**src/rtl/xbs_pkg.sv**
```systemverilog
package xbs_pkg;

  // Power state codes driven to the transceiver
  localparam logic [1:0] PWR_ON  = 2'b00;
  localparam logic [1:0] PWR_OFF = 2'b11;

  typedef enum logic [1:0] {
    ST_OFF  = 2'd0,   // held in full power-down
    ST_LOCK = 2'd1,   // powered, waiting for PLL lock
    ST_DONE = 2'd2,   // resets released, waiting for both done flags
    ST_LIVE = 2'd3    // link ready
  } seqState_t;

  // Synchronized status inputs
  typedef struct packed {
    logic stable;
    logic lock;
    logic txDone;
    logic rxDone;
  } syncIn_t;

  // Strobes from control to datapath
  typedef struct packed {
    logic clrPhase;
    logic setErr;
    logic powerUp;
    logic releaseRst;
    logic ready;
  } ctlStrobe_t;

  // Status from datapath to control
  typedef struct packed {
    logic lockTo;
    logic txTo;
    logic rxTo;
    logic txSeen;
    logic rxSeen;
  } dpStatus_t;

endpackage

```
**src/rtl/xbs_sync.sv**
```systemverilog
module xbs_sync #(
  parameter int WIDTH  = 4,
  parameter int STAGES = 2
) (
  input  logic             clk,
  input  logic             rst,
  input  logic [WIDTH-1:0] asyncIn,
  output logic [WIDTH-1:0] syncOut
);

  logic [STAGES-1:0][WIDTH-1:0] chain;

  generate
    for (genvar s = 0; s < STAGES; s++) begin : g_stage
      if (s == 0) begin : g_first
        always_ff @(posedge clk) begin
          if (rst) chain[0] <= '0;
          else     chain[0] <= asyncIn;
        end
      end else begin : g_rest
        always_ff @(posedge clk) begin
          if (rst) chain[s] <= '0;
          else     chain[s] <= chain[s-1];
        end
      end
    end
  endgenerate

  assign syncOut = chain[STAGES-1];

endmodule

```
**src/rtl/xbs_datapath.sv**
```systemverilog
module xbs_datapath
  import xbs_pkg::*;
#(
  parameter int LOCK_LIMIT = 24720,
  parameter int TX_LIMIT   = 1080,
  parameter int RX_LIMIT   = 7040
) (
  input  logic       clk,
  input  logic       rst,
  input  ctlStrobe_t ctl,
  input  logic       syncTxDone,
  input  logic       syncRxDone,
  output dpStatus_t  st,
  output logic [1:0] pwrDownCode,
  output logic       txReset,
  output logic       rxReset,
  output logic       linkReady,
  output logic       seqError
);

  localparam int MAX_AB    = (LOCK_LIMIT > TX_LIMIT) ? LOCK_LIMIT : TX_LIMIT;
  localparam int MAX_LIMIT = (MAX_AB > RX_LIMIT) ? MAX_AB : RX_LIMIT;
  localparam int CNT_W     = $clog2(MAX_LIMIT + 1);
  localparam logic [CNT_W-1:0] CNT_TOP  = CNT_W'(MAX_LIMIT);
  localparam logic [CNT_W-1:0] LOCK_CMP = CNT_W'(LOCK_LIMIT);
  localparam logic [CNT_W-1:0] TX_CMP   = CNT_W'(TX_LIMIT);
  localparam logic [CNT_W-1:0] RX_CMP   = CNT_W'(RX_LIMIT);

  logic [CNT_W-1:0] phaseCnt;
  logic             txSeenQ;
  logic             rxSeenQ;

  // Phase watchdog counter, saturating at the largest limit
  always_ff @(posedge clk) begin
    if (rst || ctl.clrPhase)    phaseCnt <= '0;
    else if (phaseCnt < CNT_TOP) phaseCnt <= phaseCnt + 1'b1;
  end

  // Independent completion tracking for each direction
  always_ff @(posedge clk) begin
    if (rst || ctl.clrPhase) begin
      txSeenQ <= 1'b0;
      rxSeenQ <= 1'b0;
    end else if (ctl.releaseRst) begin
      if (syncTxDone) txSeenQ <= 1'b1;
      if (syncRxDone) rxSeenQ <= 1'b1;
    end
  end

  assign st.lockTo = (phaseCnt >= LOCK_CMP);
  assign st.txTo   = (phaseCnt >= TX_CMP);
  assign st.rxTo   = (phaseCnt >= RX_CMP);
  assign st.txSeen = txSeenQ;
  assign st.rxSeen = rxSeenQ;

  // Registered outputs
  always_ff @(posedge clk) begin
    if (rst) begin
      pwrDownCode <= PWR_OFF;
      txReset     <= 1'b1;
      rxReset     <= 1'b1;
      linkReady   <= 1'b0;
      seqError    <= 1'b0;
    end else begin
      pwrDownCode <= ctl.powerUp ? PWR_ON : PWR_OFF;
      txReset     <= ~ctl.releaseRst;
      rxReset     <= ~ctl.releaseRst;
      linkReady   <= ctl.ready;
      if (ctl.setErr) seqError <= 1'b1;
    end
  end

endmodule

```
**src/rtl/xbs_ctrl.sv**
```systemverilog
module xbs_ctrl
  import xbs_pkg::*;
(
  input  logic       clk,
  input  logic       rst,
  input  syncIn_t    sIn,
  input  dpStatus_t  st,
  output ctlStrobe_t ctl
);

  seqState_t state;
  seqState_t nxt;
  logic      setErr;
  logic      txOk;
  logic      rxOk;

  assign txOk = st.txSeen | sIn.txDone;
  assign rxOk = st.rxSeen | sIn.rxDone;

  always_comb begin
    nxt    = state;
    setErr = 1'b0;
    case (state)
      ST_OFF: begin
        if (sIn.stable) nxt = ST_LOCK;
      end
      ST_LOCK: begin
        if (!sIn.stable)   nxt = ST_OFF;
        else if (sIn.lock) nxt = ST_DONE;
        else if (st.lockTo) begin
          nxt    = ST_OFF;
          setErr = 1'b1;
        end
      end
      ST_DONE: begin
        if (!sIn.stable)      nxt = ST_OFF;
        else if (!sIn.lock)   nxt = ST_LOCK;
        else if (txOk && rxOk) nxt = ST_LIVE;
        else if ((st.txTo && !txOk) || (st.rxTo && !rxOk)) begin
          nxt    = ST_OFF;
          setErr = 1'b1;
        end
      end
      ST_LIVE: begin
        if (!sIn.stable)                     nxt = ST_OFF;
        else if (!sIn.lock)                  nxt = ST_LOCK;
        else if (!(sIn.txDone && sIn.rxDone)) nxt = ST_DONE;
      end
      default: nxt = ST_OFF;
    endcase
  end

  always_ff @(posedge clk) begin
    if (rst) state <= ST_OFF;
    else     state <= nxt;
  end

  assign ctl.clrPhase   = (nxt != state);
  assign ctl.setErr     = setErr;
  assign ctl.powerUp    = (state != ST_OFF);
  assign ctl.releaseRst = (state == ST_DONE) || (state == ST_LIVE);
  assign ctl.ready      = (state == ST_LIVE) && sIn.stable && sIn.lock &&
                          sIn.txDone && sIn.rxDone;

endmodule

```
**src/rtl/xcvr_bringup_seq.sv**
```systemverilog
module xcvr_bringup_seq
  import xbs_pkg::*;
#(
  parameter int LOCK_LIMIT = 24720,
  parameter int TX_LIMIT   = 1080,
  parameter int RX_LIMIT   = 7040
) (
  input  logic       clk,
  input  logic       rst,
  input  logic       refClkStable,
  input  logic       pllLock,
  input  logic       txResetDone,
  input  logic       rxResetDone,
  output logic [1:0] pwrDownCode,
  output logic       txReset,
  output logic       rxReset,
  output logic       linkReady,
  output logic       seqError
);

  logic [3:0] syncBits;
  syncIn_t    sIn;
  ctlStrobe_t ctl;
  dpStatus_t  st;

  xbs_sync #(.WIDTH(4), .STAGES(2)) u_sync (
    .clk     (clk),
    .rst     (rst),
    .asyncIn ({refClkStable, pllLock, txResetDone, rxResetDone}),
    .syncOut (syncBits)
  );

  assign sIn = syncIn_t'(syncBits);

  xbs_ctrl u_ctrl (
    .clk (clk),
    .rst (rst),
    .sIn (sIn),
    .st  (st),
    .ctl (ctl)
  );

  xbs_datapath #(
    .LOCK_LIMIT (LOCK_LIMIT),
    .TX_LIMIT   (TX_LIMIT),
    .RX_LIMIT   (RX_LIMIT)
  ) u_dp (
    .clk         (clk),
    .rst         (rst),
    .ctl         (ctl),
    .syncTxDone  (sIn.txDone),
    .syncRxDone  (sIn.rxDone),
    .st          (st),
    .pwrDownCode (pwrDownCode),
    .txReset     (txReset),
    .rxReset     (rxReset),
    .linkReady   (linkReady),
    .seqError    (seqError)
  );

endmodule

```
**config.mk**
```make
export PLATFORM = sky130hd
export DESIGN_NAME = xcvr_bringup_seq
export DESIGN_NICKNAME = d
export VERILOG_FILES = /design/src/rtl/xbs_pkg.sv /design/src/rtl/xbs_sync.sv /design/src/rtl/xbs_datapath.sv /design/src/rtl/xbs_ctrl.sv /design/src/rtl/xcvr_bringup_seq.sv
export SDC_FILE = /design/constraint.sdc
export NUM_CORES = 1
export LEC_CHECK = 0
export ABC_AREA = 1
export BUFFER_PORTS_ARGS = -buffer_cell sky130_fd_sc_hd__buf_2
export CAP_MARGIN = 20
export CORE_ASPECT_RATIO = 1.25
export CORE_MARGIN = 2
export CORE_UTILIZATION = 30
export DETAILED_ROUTE_END_ITERATION = 16
export GPL_ROUTABILITY_DRIVEN = 0
export HOLD_SLACK_MARGIN = 0.12
export SYNTH_ARGS = -nofsm -noshare
export SYNTH_HDL_FRONTEND = slang
export SYNTH_SLANG_ARGS = --single-unit
```
**constraint.sdc**
```tcl
create_clock -name clk -period 1.85 [get_ports clk]
set_input_delay 0.37 -clock clk [delete_from_list [all_inputs] [get_ports clk]]
set_output_delay 0.37 -clock clk [all_outputs]
set_load 0.1 [all_outputs]
```
==> metrics, run 1 <==
status=finished clean; Worst Path Required=2.02 ns; Post-layout nets=267; fin crit period=roughly 1.8 ns; CP Launch Type=flip-flop; Design Area, Final=0.002101 mm²; Fin. Hold Viols=0; first-pass detailed-route iteration total=4; PD cells=694.7 mW/mm²; clk slew on worst S/H paths=0.06 ns; HP Start=refClkStable; number of global-route vias before repair=1288; P&R area growth vs syn=28.76%; ANT cells=0; Vert. Die Dim=86.45 µm; Synth cell types=32; clock sinks=31; total power=1.459 mW; port bufs=11; CP Capture Type=flip-flop; unrepaired setup endpoints after global routing=true; first-pass GRT wire length=5244 µm; crit path max fanout=8; layout cells sized above 1=34.51%; GR Util All Layers=10.86%; WHS=0.2885 ns; drt drc=0; Core ar.=0.005330 mm²; hold path cells=3; r2r endpoint=u_dp.txSeenQ$_SDFFE_PP0P_; pin count of the biggest net entering global routing=18; maximum VDD drop=around 560 µV; placed cell areas=0.001846 mm²; wire per inst=around 10 µm; Worst Tran Pin Value=0.4848 ns; Layout Skew=0.004217 ns; Initial Util=30.61%; Crit Reg-Reg Startpoint=u_dp.phaseCnt[12]$_SDFFE_PP0N_; die area=0.006048 mm²; hold crit path type=input pin to flip-flop; Max-slew headroom=67.90%; Vias/cell=between 4 and 5; Finish-stage setup viols=0; Root Buffer=clkbuf_8; Synth Register Bits=31; IO Pins=12; cts hold-fix bufs=0; DRT iter0 DRCs=31; Period Utilization, post-route=98.41%; H-tree Lvls=2; CTS tree=built; Max Fclk=549.3 MHz; final WL=3141 µm; GRT overflow=0; DR vias=1361; Avg Cell Area, Syn=7.554 µm²; Hold Path End=u_sync.chain[3]$_SDFF_PP0_; sequential share of the synthesized area=a little under two fifths; TNS Setup=0 ns; leakage power=0.9077 nW; register-to-register setup slack=slightly below 0.03 ns; Synth Warn #=0; cells after synthesis=216; initial antenna violation count=0; CP arrival=2.00 ns; CP Class=flip-flop to flip-flop; max_cap viols=0; Final ANT Viol Nets=0; syn nets=228; CTS buffer count=5; clock buffer depth=2; clk_lat worst skew=about 0.28 ns; row count=30; Horiz. Die Dim=about 70 µm; R2R depth=15; synthesized cell area=0.001632 mm²; # fillers=~560; Final Max Tran Viols=0; post-DP HPWL=2279 µm
## registers in the layout (all words and copies together) (netlist names)
register,flops
u_ctrl.state,2
u_dp.txSeenQ,1
u_dp.seqError,1
u_sync.chain,4
u_dp.txReset,1
u_sync.syncOut,4
u_dp.phaseCnt,15
u_dp.linkReady,1
u_dp.pwrDownCode,1
u_dp.rxSeenQ,1
## metrics by stage
step	worst slack [ns]	utilization (%)	cells
3_5_place_dp	0.0007324	34.62	302
6_report	0.02944	39.41	319
3_3_place_gp	0.02444	34.62	302
2_1_floorplan	0.1238	-	216
5_1_grt	-0.06309	39.41	319
4_1_cts	0.01490	36.43	309
## synthesized netlist by cell type (all sizes together)
cell,n,area (µm²)
inv,41,153.9
clkbuf,1,3.750
and3,1,6.260
or2,2,12.52
nor3b,1,7.510
nand4,2,42.54
nand3,16,90.09
nor2,39,181.4
a31oi,1,6.260
nand3b,1,7.510
a21oi,8,43.79
ha,6,75.07
a41oi,1,8.760
buf,5,45.04
nand2,38,152.6
o21ai,4,23.77
xnor2,2,17.52
dfxtp,31,620.6
xor2,11,96.34
nor4,1,12.51
o2111ai,1,8.760
nor3,3,15.01
## cell usage in the layout, fill, tap and decap left out, drive strengths merged
cell type  synthesis  layout
nor2              39      39
ha                 6       6
nand3b             1       1
nand2             38      40
nor3               3       3
a31oi              1       1
and3               1       1
buf                5      36
a21oi              8       8
xor2              11      11
or2                2       2
inv               41      40
a41oi              1       1
o21ai              4       4
dfxtp             31      31
o2111ai            1       1
nand4              2       2
xnor2              2       2
nand3             16      16
clkbuf             1       6
nor3b              1       1
nor4               1       1
clkinv             0       2
## worst max-delay path: stages (launching register included)
cell	delay, ns
dfxtp_2	0.33
or2_1	0.24
nor2_1	0.10
nand3_1	0.10
nand2_2	0.09
nand3_1	0.07
nand2_1	0.06
nand2_1	0.05
nand2_1	0.08
nand2_1	0.06
nand2_2	0.07
nand3_1	0.08
nand2_2	0.10
clkinv_4	0.11
nand2_8	0.12
nor2_2	0.04
## logic make-up after synthesis
| logic type | after synthesis | share of synthesized area (%) |
|---|---|---|
| xor gates and xnor gates | 13 | 6.979 |
| adders and majority gates | 6 | 4.601 |
| DFF | 31 | 38.04 |
| and+or+nand+nor | 104 | 32.36 |
| buffers and inverters | 47 | 12.42 |
| AOI/OAI and AO/OA | 15 | 5.598 |
## final cells by class
cell class | instances | area, µm² | share of cell area [%]
clock buffers | 6 | 82.58 | 3.931
clock inverters | 1 | 5.005 | 0.2382
inverters | 41 | 158.9 | 7.564
multi-input cells | 140 | 899.6 | 42.82
flip-flops and latches | 31 | 628.1 | 29.90
well taps | 64 | 80.08 | 3.812
repair buffers | 36 | 246.5 | 11.73
## power by group
| group | leakage, nW | total [mW] | internal [mW] | switching [mW] |
|---|---|---|---|---|
| logic | 0.606 | 0.221 | 0.0743 | 0.147 |
| registers | 0.255 | 0.702 | 0.689 | 0.0130 |
| clock network | 0.0470 | 0.536 | 0.291 | 0.245 |
## worst max path at each step
stage | start | depth (start not counted) | end
2_1_floorplan | u_dp.pwrDownCode[0]$_SDFF_PP1_ | 1 | pwrDownCode[1]
3_3_place_gp | u_dp.phaseCnt[12]$_SDFFE_PP0N_ | 15 | u_dp.phaseCnt[12]$_SDFFE_PP0N_
3_5_place_dp | u_dp.phaseCnt[7]$_SDFFE_PP0N_ | 15 | u_dp.phaseCnt[10]$_SDFFE_PP0N_
4_1_cts | u_dp.phaseCnt[7]$_SDFFE_PP0N_ | 15 | u_dp.phaseCnt[10]$_SDFFE_PP0N_
5_1_grt | u_dp.phaseCnt[8]$_SDFFE_PP0N_ | 13 | u_dp.phaseCnt[12]$_SDFFE_PP0N_
6_report | u_dp.phaseCnt[12]$_SDFFE_PP0N_ | 15 | u_dp.txSeenQ$_SDFFE_PP0P_
## routing by layer
| metal | wire, µm | track usage (%) | up-vias |
|---|---|---|---|
| li1 | - | - | 733 |
| met1 | 1382 | 11.63 | 599 |
| met2 | 1582 | 19.31 | 20 |
| met3 | 96 | 3.140 | 9 |
| met4 | 80 | 5.769 | 0 |
| met5 | 0 | 0 | - |
## timing repair
| item | in CTS | in global routing |
|---|---|---|
| setup endpoints to repair | 8 | 17 |
| resized for setup | 1 | 26 |
| cloned | 0 | 2 |
| pin swaps | 0 | 14 |
| buffers inserted | 0 | 8 |
| hold endpoints to repair | 0 | 0 |
(Power assumes the default switching activity.)
==> run 2: changes to the inputs <==
--- a/config.mk
+++ b/config.mk
@@ -8,7 +8,6 @@
 export ABC_AREA = 1
 export BUFFER_PORTS_ARGS = -buffer_cell sky130_fd_sc_hd__buf_2
 export CAP_MARGIN = 20
-export CORE_ASPECT_RATIO = 1.25
 export CORE_MARGIN = 2
 export CORE_UTILIZATION = 30
 export DETAILED_ROUTE_END_ITERATION = 16
==> run 2 against run 1 <==
Against the previous run: cell count down 0.31%; the flow now finishes with violations (negative setup slack); critical path depth down 1; non-clock buffer count down 6; sequential power about the same; global-route usage down 0.33 points; via count down 0.44%; largest cell class unchanged; maximum frequency down 1.7%; clock skew about the same; setup slack worse by 0.031 ns; largest power group unchanged; final area down 3.3%; sequential share of layout area up 0.95 points; clock-buffer cell count unchanged.
==> metrics, run 2 (synthesis results as in run 1) <==
status=finished, violations left (was finished clean); failing checks=negative setup slack; most common cell after layout, fill and taps aside=inv_1 (unchanged); # fillers=534 (was 555); initial antenna violation count=0 (unchanged); final setup margin=-0.001137 ns (was 0.02944 ns); number of global-route vias before repair=1195 (was 1288); Design Area, Final=0.002032 mm² (was 0.002101 mm²); Root Buffer=clkbuf_8 (unchanged); CP arrival=2.07 ns (was 2.00 ns); Horiz. Die Dim=77.75 µm (was 69.96 µm); multi-input logic area=890.9 µm² (was 899.6 µm²); Initial Util=31.54% (was 30.61%); CP Capture Type=flip-flop (unchanged); Fin. Hold Viols=0 (unchanged); IO Pins=12 (unchanged); clk slew on worst S/H paths=0.06 ns (about the same); hold crit path type=input pin to flip-flop (unchanged); final WL=3106 µm (was 3141 µm); H-tree Lvls=2 (unchanged); WHS=0.2859 ns (was 0.2885 ns); GR Util All Layers=10.53% (was 10.86%); number of flip-flops in the largest register=15 (unchanged); first-pass GRT wire length=4995 µm (was 5244 µm); clock buffer depth=2 (unchanged); FF/Latch Area=626.9 µm² (was 628.1 µm²); Largest Register=u_dp.phaseCnt (unchanged); most frequent cells in the layout=35 x inv_1, 31 x nand2_1, 28 x dfxtp_1, 22 x nor2_1, 19 x buf_4 (was 35 x inv_1, 29 x nand2_1, 27 x dfxtp_1, 24 x nor2_1, 24 x buf_4); DRT iter0 DRCs=34 (was 31); placed cell areas=0.001853 mm² (was 0.001846 mm²); Post-layout nets=261 (was 267); clk_lat worst skew=0.28 ns (about the same); CP Class=flip-flop to flip-flop (unchanged); CP Launch Type=flip-flop (unchanged); Max Fclk=540.2 MHz (was 549.3 MHz); ANT cells=0 (unchanged); post-DP HPWL=2238 µm (was 2279 µm); Core ar.=0.005172 mm² (was 0.005330 mm²); Worst Tran Pin Value=0.4988 ns (was 0.4848 ns); first-pass detailed-route iteration total=4 (unchanged); CTS buffer count=5 (unchanged); final core occ=39.28% (was 39.41%); Final ANT Viol Nets=0 (unchanged); clock sinks=31 (unchanged); crit path max fanout=8 (unchanged); maximum VDD drop=475.3 µV (was 561.0 µV); leakage power=0.8581 nW (was 0.9077 nW); row count=26 (was 30); register-to-register setup slack=-0.001 ns (was 0.03 ns); CTS tree=built (unchanged); wire per inst=9.767 µm (was 9.846 µm); DR vias=1355 (was 1361); cts hold-fix bufs=0 (unchanged); Worst Path Required=2.07 ns (was 2.02 ns); pin count of the biggest net entering global routing=18 (unchanged); Vert. Die Dim=77.75 µm (was 86.45 µm); Layout Skew=0.003888 ns (was 0.004217 ns); max_cap viols=0 (unchanged); drt drc=0 (unchanged); total power=1.392 mW (was 1.459 mW); port bufs=11 (unchanged); P&R area growth vs syn=24.54% (was 28.76%); die area=0.006044 mm² (was 0.006048 mm²); PD cells=684.9 mW/mm² (was 694.7 mW/mm²); unrepaired setup endpoints after global routing=true (unchanged); Vias/cell=4.261 (was 4.266); GRT overflow=0 (unchanged); layout cells sized above 1=31.05% (was 34.51%); Max-slew headroom=66.98% (was 67.90%); Finish-stage setup viols=1 (was 0); fin crit period=1.851 ns (was 1.821 ns); Period Utilization, post-route=100.1% (was 98.41%); Final Max Tran Viols=0 (unchanged)
## run 2: cell count changes in the layout (fill, tap and decap cells not counted), moves of 2 or more
cell	change
nor2_1	-2
nand2_2	-2
buf_4	-5
nand2_1	+2
nor2_4	+2
## run 2: what timing repair did
action                                  CTS  global route
buffers inserted                          0             2
pin swaps                                 0             5
endpoints found under the setup margin   17            17
gates resized for setup                   2            21
cloned                                    0             2
## run 2: final cells by class
type,count,share of cell area (%)
multi-input cells,140,43.84
repair buffers,30,9.729
clock buffers,6,3.571
inverters,41,7.697
well taps,70,4.310
flip-flops and latches,31,30.85
## run 2: final timing paths
kind                             startpoint                      endpoint  cells after the start
max          u_dp.phaseCnt[11]$_SDFFE_PP0N_     u_dp.txSeenQ$_SDFFE_PP0P_                     14
min                             rxResetDone    u_sync.chain[0]$_SDFF_PP0_                      3
max reg2reg  u_dp.phaseCnt[11]$_SDFFE_PP0N_     u_dp.txSeenQ$_SDFFE_PP0P_                     14
min reg2reg      u_sync.chain[3]$_SDFF_PP0_  u_sync.syncOut[3]$_SDFF_PP0_                      2
## run 2: where the power goes
group | internal [mW] | leakage (nW) | switching, mW
registers | 0.690 | 0.254 | 0.0137
logic | 0.0639 | 0.567 | 0.145
clock network | 0.250 | 0.0371 | 0.229
## run 2: metrics by stage
stage / setup slack, ns / std cells / TNS [ns]
after detailed placement: -0.07799 / 308 / -1.047
after CTS: 0.01422 / 314 / 0
after global placement: -0.03444 / 308 / -0.4214
after global routing: -0.1022 / 318 / -1.510
final: -0.001137 / 318 / -0.001137
after floorplan: 0.1238 / 216 / 0
## run 2: per-layer routing
metal | share of wire [%] | vias to the layer above | GRT usage [%] | routed length (µm)
met2 | 45 | 14 | 16.38 | 1402
li1 | - | 733 | - | -
met4 | 1.8 | 0 | 4.821 | 57
met3 | 3.1 | 7 | 3.837 | 97
met5 | 0 | - | 0 | 0
met1 | 50 | 601 | 12.93 | 1548
## run 2: critical path: stages, from the launching register on
cell and delay (ns):
dfxtp_2 0.32, or2_1 0.24, nor2_2 0.12, nand2_1 0.07
nand2_2 0.10, nand2_2 0.06, a21oi_2 0.12, nand2_1 0.07
nand3_1 0.06, nand2_1 0.05, nor2_1 0.13, nand2_1 0.11
inv_4 0.14, nand2_8 0.10, nor2_2 0.10
==> run 3: changes to the inputs <==
--- a/config.mk
+++ b/config.mk
@@ -5,11 +5,12 @@
 export SDC_FILE = /design/constraint.sdc
 export NUM_CORES = 1
 export LEC_CHECK = 0
-export ABC_AREA = 1
 export BUFFER_PORTS_ARGS = -buffer_cell sky130_fd_sc_hd__buf_2
 export CAP_MARGIN = 20
+export CORE_ASPECT_RATIO = 2
 export CORE_MARGIN = 2
 export CORE_UTILIZATION = 30
+export CTS_CLUSTER_SIZE = 25
 export DETAILED_ROUTE_END_ITERATION = 16
 export GPL_ROUTABILITY_DRIVEN = 0
 export HOLD_SLACK_MARGIN = 0.12
==> run 3 against run 2 <==
Against the previous run: the run still ends with negative setup slack left; register-to-register slack got worse by 0.24 ns; via count is 34% higher; power up 11%; die area is 3.5% higher; sequential share of layout area decreased by 7.9 points; non-clock buffer count grew 40; critical path depth shrank 6; sequential cell count did not move; synthesized cell count decreased by 15%; maximum frequency decreased by 12%; clock power increased by 39%; clock-buffer cell count up 1; largest power group unchanged.
==> metrics, run 3 <==
Fin. Hold Viols=0 (unchanged); H-tree Lvls=2 (unchanged); syn nets=196 (was 228); sequential share of the synthesized area=36.90% (was 38.04%); DR vias=1811 (was 1355); most common cell after layout, fill and taps aside=buf_4 (was inv_1); fin crit period=2.093 ns (was 1.851 ns); pin count of the biggest net entering global routing=12 (was 18); final setup margin=-0.2427 ns (was -0.001137 ns); crit path max fanout=8 (unchanged); number of flip-flops in the largest register=15 (unchanged); Final ANT Viol Nets=0 (unchanged); failing checks=negative setup slack (unchanged); row count=38 (was 26); cells after synthesis=184 (was 216); Worst Path Required=2.04 ns (was 2.07 ns); Worst Tran Pin Value=0.4840 ns (was 0.4988 ns); Horiz. Die Dim=56.94 µm (was 77.75 µm); drt drc=0 (unchanged); Avg Cell Area, Syn=9.139 µm² (was 7.554 µm²); Initial Util=31.02% (was 31.54%); cts hold-fix bufs=0 (unchanged); hold crit path type=input pin to flip-flop (unchanged); EDFF count, synth=0 (unchanged); port bufs=11 (unchanged); Max Fclk=477.8 MHz (was 540.2 MHz); Synth Register Bits=31 (unchanged); initial antenna violation count=0 (unchanged); maximum VDD drop=560.7 µV (was 475.3 µV); synthesized cell area=0.001682 mm² (was 0.001632 mm²); layout cells sized above 1=56.25% (was 31.05%); first-pass GRT wire length=9439 µm (was 4995 µm); unrepaired setup endpoints after global routing=true (unchanged); Period Utilization, post-route=113.1% (was 100.1%); PD cells=556.2 mW/mm² (was 684.9 mW/mm²); clk_lat worst skew=0.30 ns (was 0.28 ns); Design Area, Final=0.002788 mm² (was 0.002032 mm²); clk slew on worst S/H paths=0.07 ns (was 0.06 ns); TNS Setup=-2.402 ns (was -0.001137 ns); Synth cell types=52 (was 32); CP Class=flip-flop to flip-flop (unchanged); Max-slew headroom=67.96% (was 66.98%); placed cell areas=0.002137 mm² (was 0.001853 mm²); final WL=6069 µm (was 3106 µm); GR Util All Layers=20.22% (was 10.53%); # fillers=497 (was 534); CP Capture Type=flip-flop (unchanged); cell taking the most area after synthesis=dfxtp_1 (unchanged); ANT cells=0 (unchanged); wire per inst=19.21 µm (was 9.767 µm); WHS=0.2796 ns (was 0.2859 ns); GRT overflow=0 (unchanged); Layout Skew=0.005051 ns (was 0.003888 ns); top area cells in the synthesized netlist=dfxtp_1 37%, nor4_1 7.4%, xnor2_1 6.8% (was dfxtp_1 38%, inv_1 8.7%, nand2_1 8.3%); Post-layout nets=267 (was 261); P&R area growth vs syn=65.77% (was 24.54%); Root Buffer=clkbuf_8 (unchanged); multi-input logic area=0.001356 mm² (was 890.9 µm²); first-pass detailed-route iteration total=4 (unchanged); count leader, synth=dfxtp_1 (was inv_1); Synth top area share=36.90% (was 38.04%); ys flop type=dfxtp_1 (unchanged); post-DP HPWL=3554 µm (was 2238 µm); clock sinks=31 (unchanged); Vert. Die Dim=109.9 µm (was 77.75 µm); Synth Warn #=0 (unchanged); leakage power=1.025 nW (was 0.8581 nW); Core ar.=0.005420 mm² (was 0.005172 mm²); CTS buffer count=5 (unchanged); commonest cells in the netlist=31 x dfxtp_1, 20 x nor4_1, 13 x xnor2_1 (was 38 x inv_1, 36 x nand2_1, 31 x dfxtp_1); CTS tree=built (unchanged); register-to-register setup slack=-0.24 ns (was -0.001 ns); Finish-stage setup viols=17 (was 1); Vias/cell=5.731 (was 4.261); Post-synth ARST share=0% (unchanged); Final Max Tran Viols=0 (unchanged); CP arrival=2.28 ns (was 2.07 ns); status=finished, violations left (unchanged); die area=0.006257 mm² (was 0.006044 mm²); DRT iter0 DRCs=46 (was 34); clock buffer depth=2 (unchanged); FF/Latch Area=640.6 µm² (was 626.9 µm²); max_cap viols=0 (unchanged); most frequent cells in the layout=50 x buf_4, 21 x dfxtp_1, 13 x xnor2_1, 13 x nor4_2, 11 x buf_2 (was 35 x inv_1, 31 x nand2_1, 28 x dfxtp_1, 22 x nor2_1, 19 x buf_4); number of global-route vias before repair=1933 (was 1195); CP Launch Type=flip-flop (unchanged); final core occ=51.43% (was 39.28%); Largest Register=u_dp.phaseCnt (unchanged); IO Pins=12 (unchanged)
-- run 3: final cells by class --
class                   count  share of cell area (%)
multi-input cells         139                   48.65
flip-flops and latches     31                   22.98
repair buffers             70                   20.47
clock buffers               7                   3.860
well taps                  60                   2.693
inverters                   8                   1.167
clock inverters             1                  0.1795
-- run 3: metrics by stage --
stage	std cells	total power, mW	worst slack, ns
floorplan	184	0.7818	0.007954
global placement	293	0.8253	-0.3090
detailed placement	293	0.8274	-0.2921
CTS	315	1.531	-0.04420
global route	316	1.604	-0.2931
finish	316	1.551	-0.2427
-- run 3: kinds of logic after synthesis --
group	Yosys count	synth area share, %
flops	31	36.91
mux	1	0.5953
buf+inv	16	4.836
fa+ha+maj	6	4.464
xor+xnor	13	6.771
compound gates	33	16.67
simple gates	84	29.76
-- run 3: final timing paths --
| path | start | depth (start not counted) | to |
|---|---|---|---|
| worst max-delay path | u_dp.phaseCnt[12]$_SDFFE_PP0N_ | 8 | u_dp.phaseCnt[14]$_SDFFE_PP0N_ |
| worst min-delay path | refClkStable | 2 | u_sync.chain[3]$_SDFF_PP0_ |
| worst max register to register | u_dp.phaseCnt[12]$_SDFFE_PP0N_ | 8 | u_dp.phaseCnt[14]$_SDFFE_PP0N_ |
| worst min register to register | u_sync.chain[2]$_SDFF_PP0_ | 1 | u_sync.syncOut[2]$_SDFF_PP0_ |
-- run 3: timing repair --
action,in CTS,in global routing
setup buffers,10,2
pin swaps,11,9
gates resized for setup,59,21
cloned,4,1
endpoints found under the hold margin,0,0
endpoints found under the setup margin,19,19
-- run 3: layer usage --
metal | track usage, % | share of wire [%] | vias up
li1 | - | - | 834
met2 | 38.92 | 57 | 61
met1 | 17.38 | 34 | 888
met5 | 0 | 0 | -
met4 | 16.61 | 6.2 | 0
met3 | 3.294 | 2.9 | 28
-- run 3: power breakdown --
group          internal (mW)  leakage [nW]  switching, mW
combinational         0.0888         0.708          0.101
clock                  0.381        0.0594          0.284
sequential             0.681         0.258         0.0143
-- run 3: critical path, cell delays in order (launching register included) --
cell and delay [ns]:
dfxtp_2 0.37, nor4_4 0.31, buf_4 0.19, a311oi_4 0.10
buf_4 0.18, o221ai_4 0.20, buf_6 0.17, nand3b_4 0.17
nor4_2 0.30
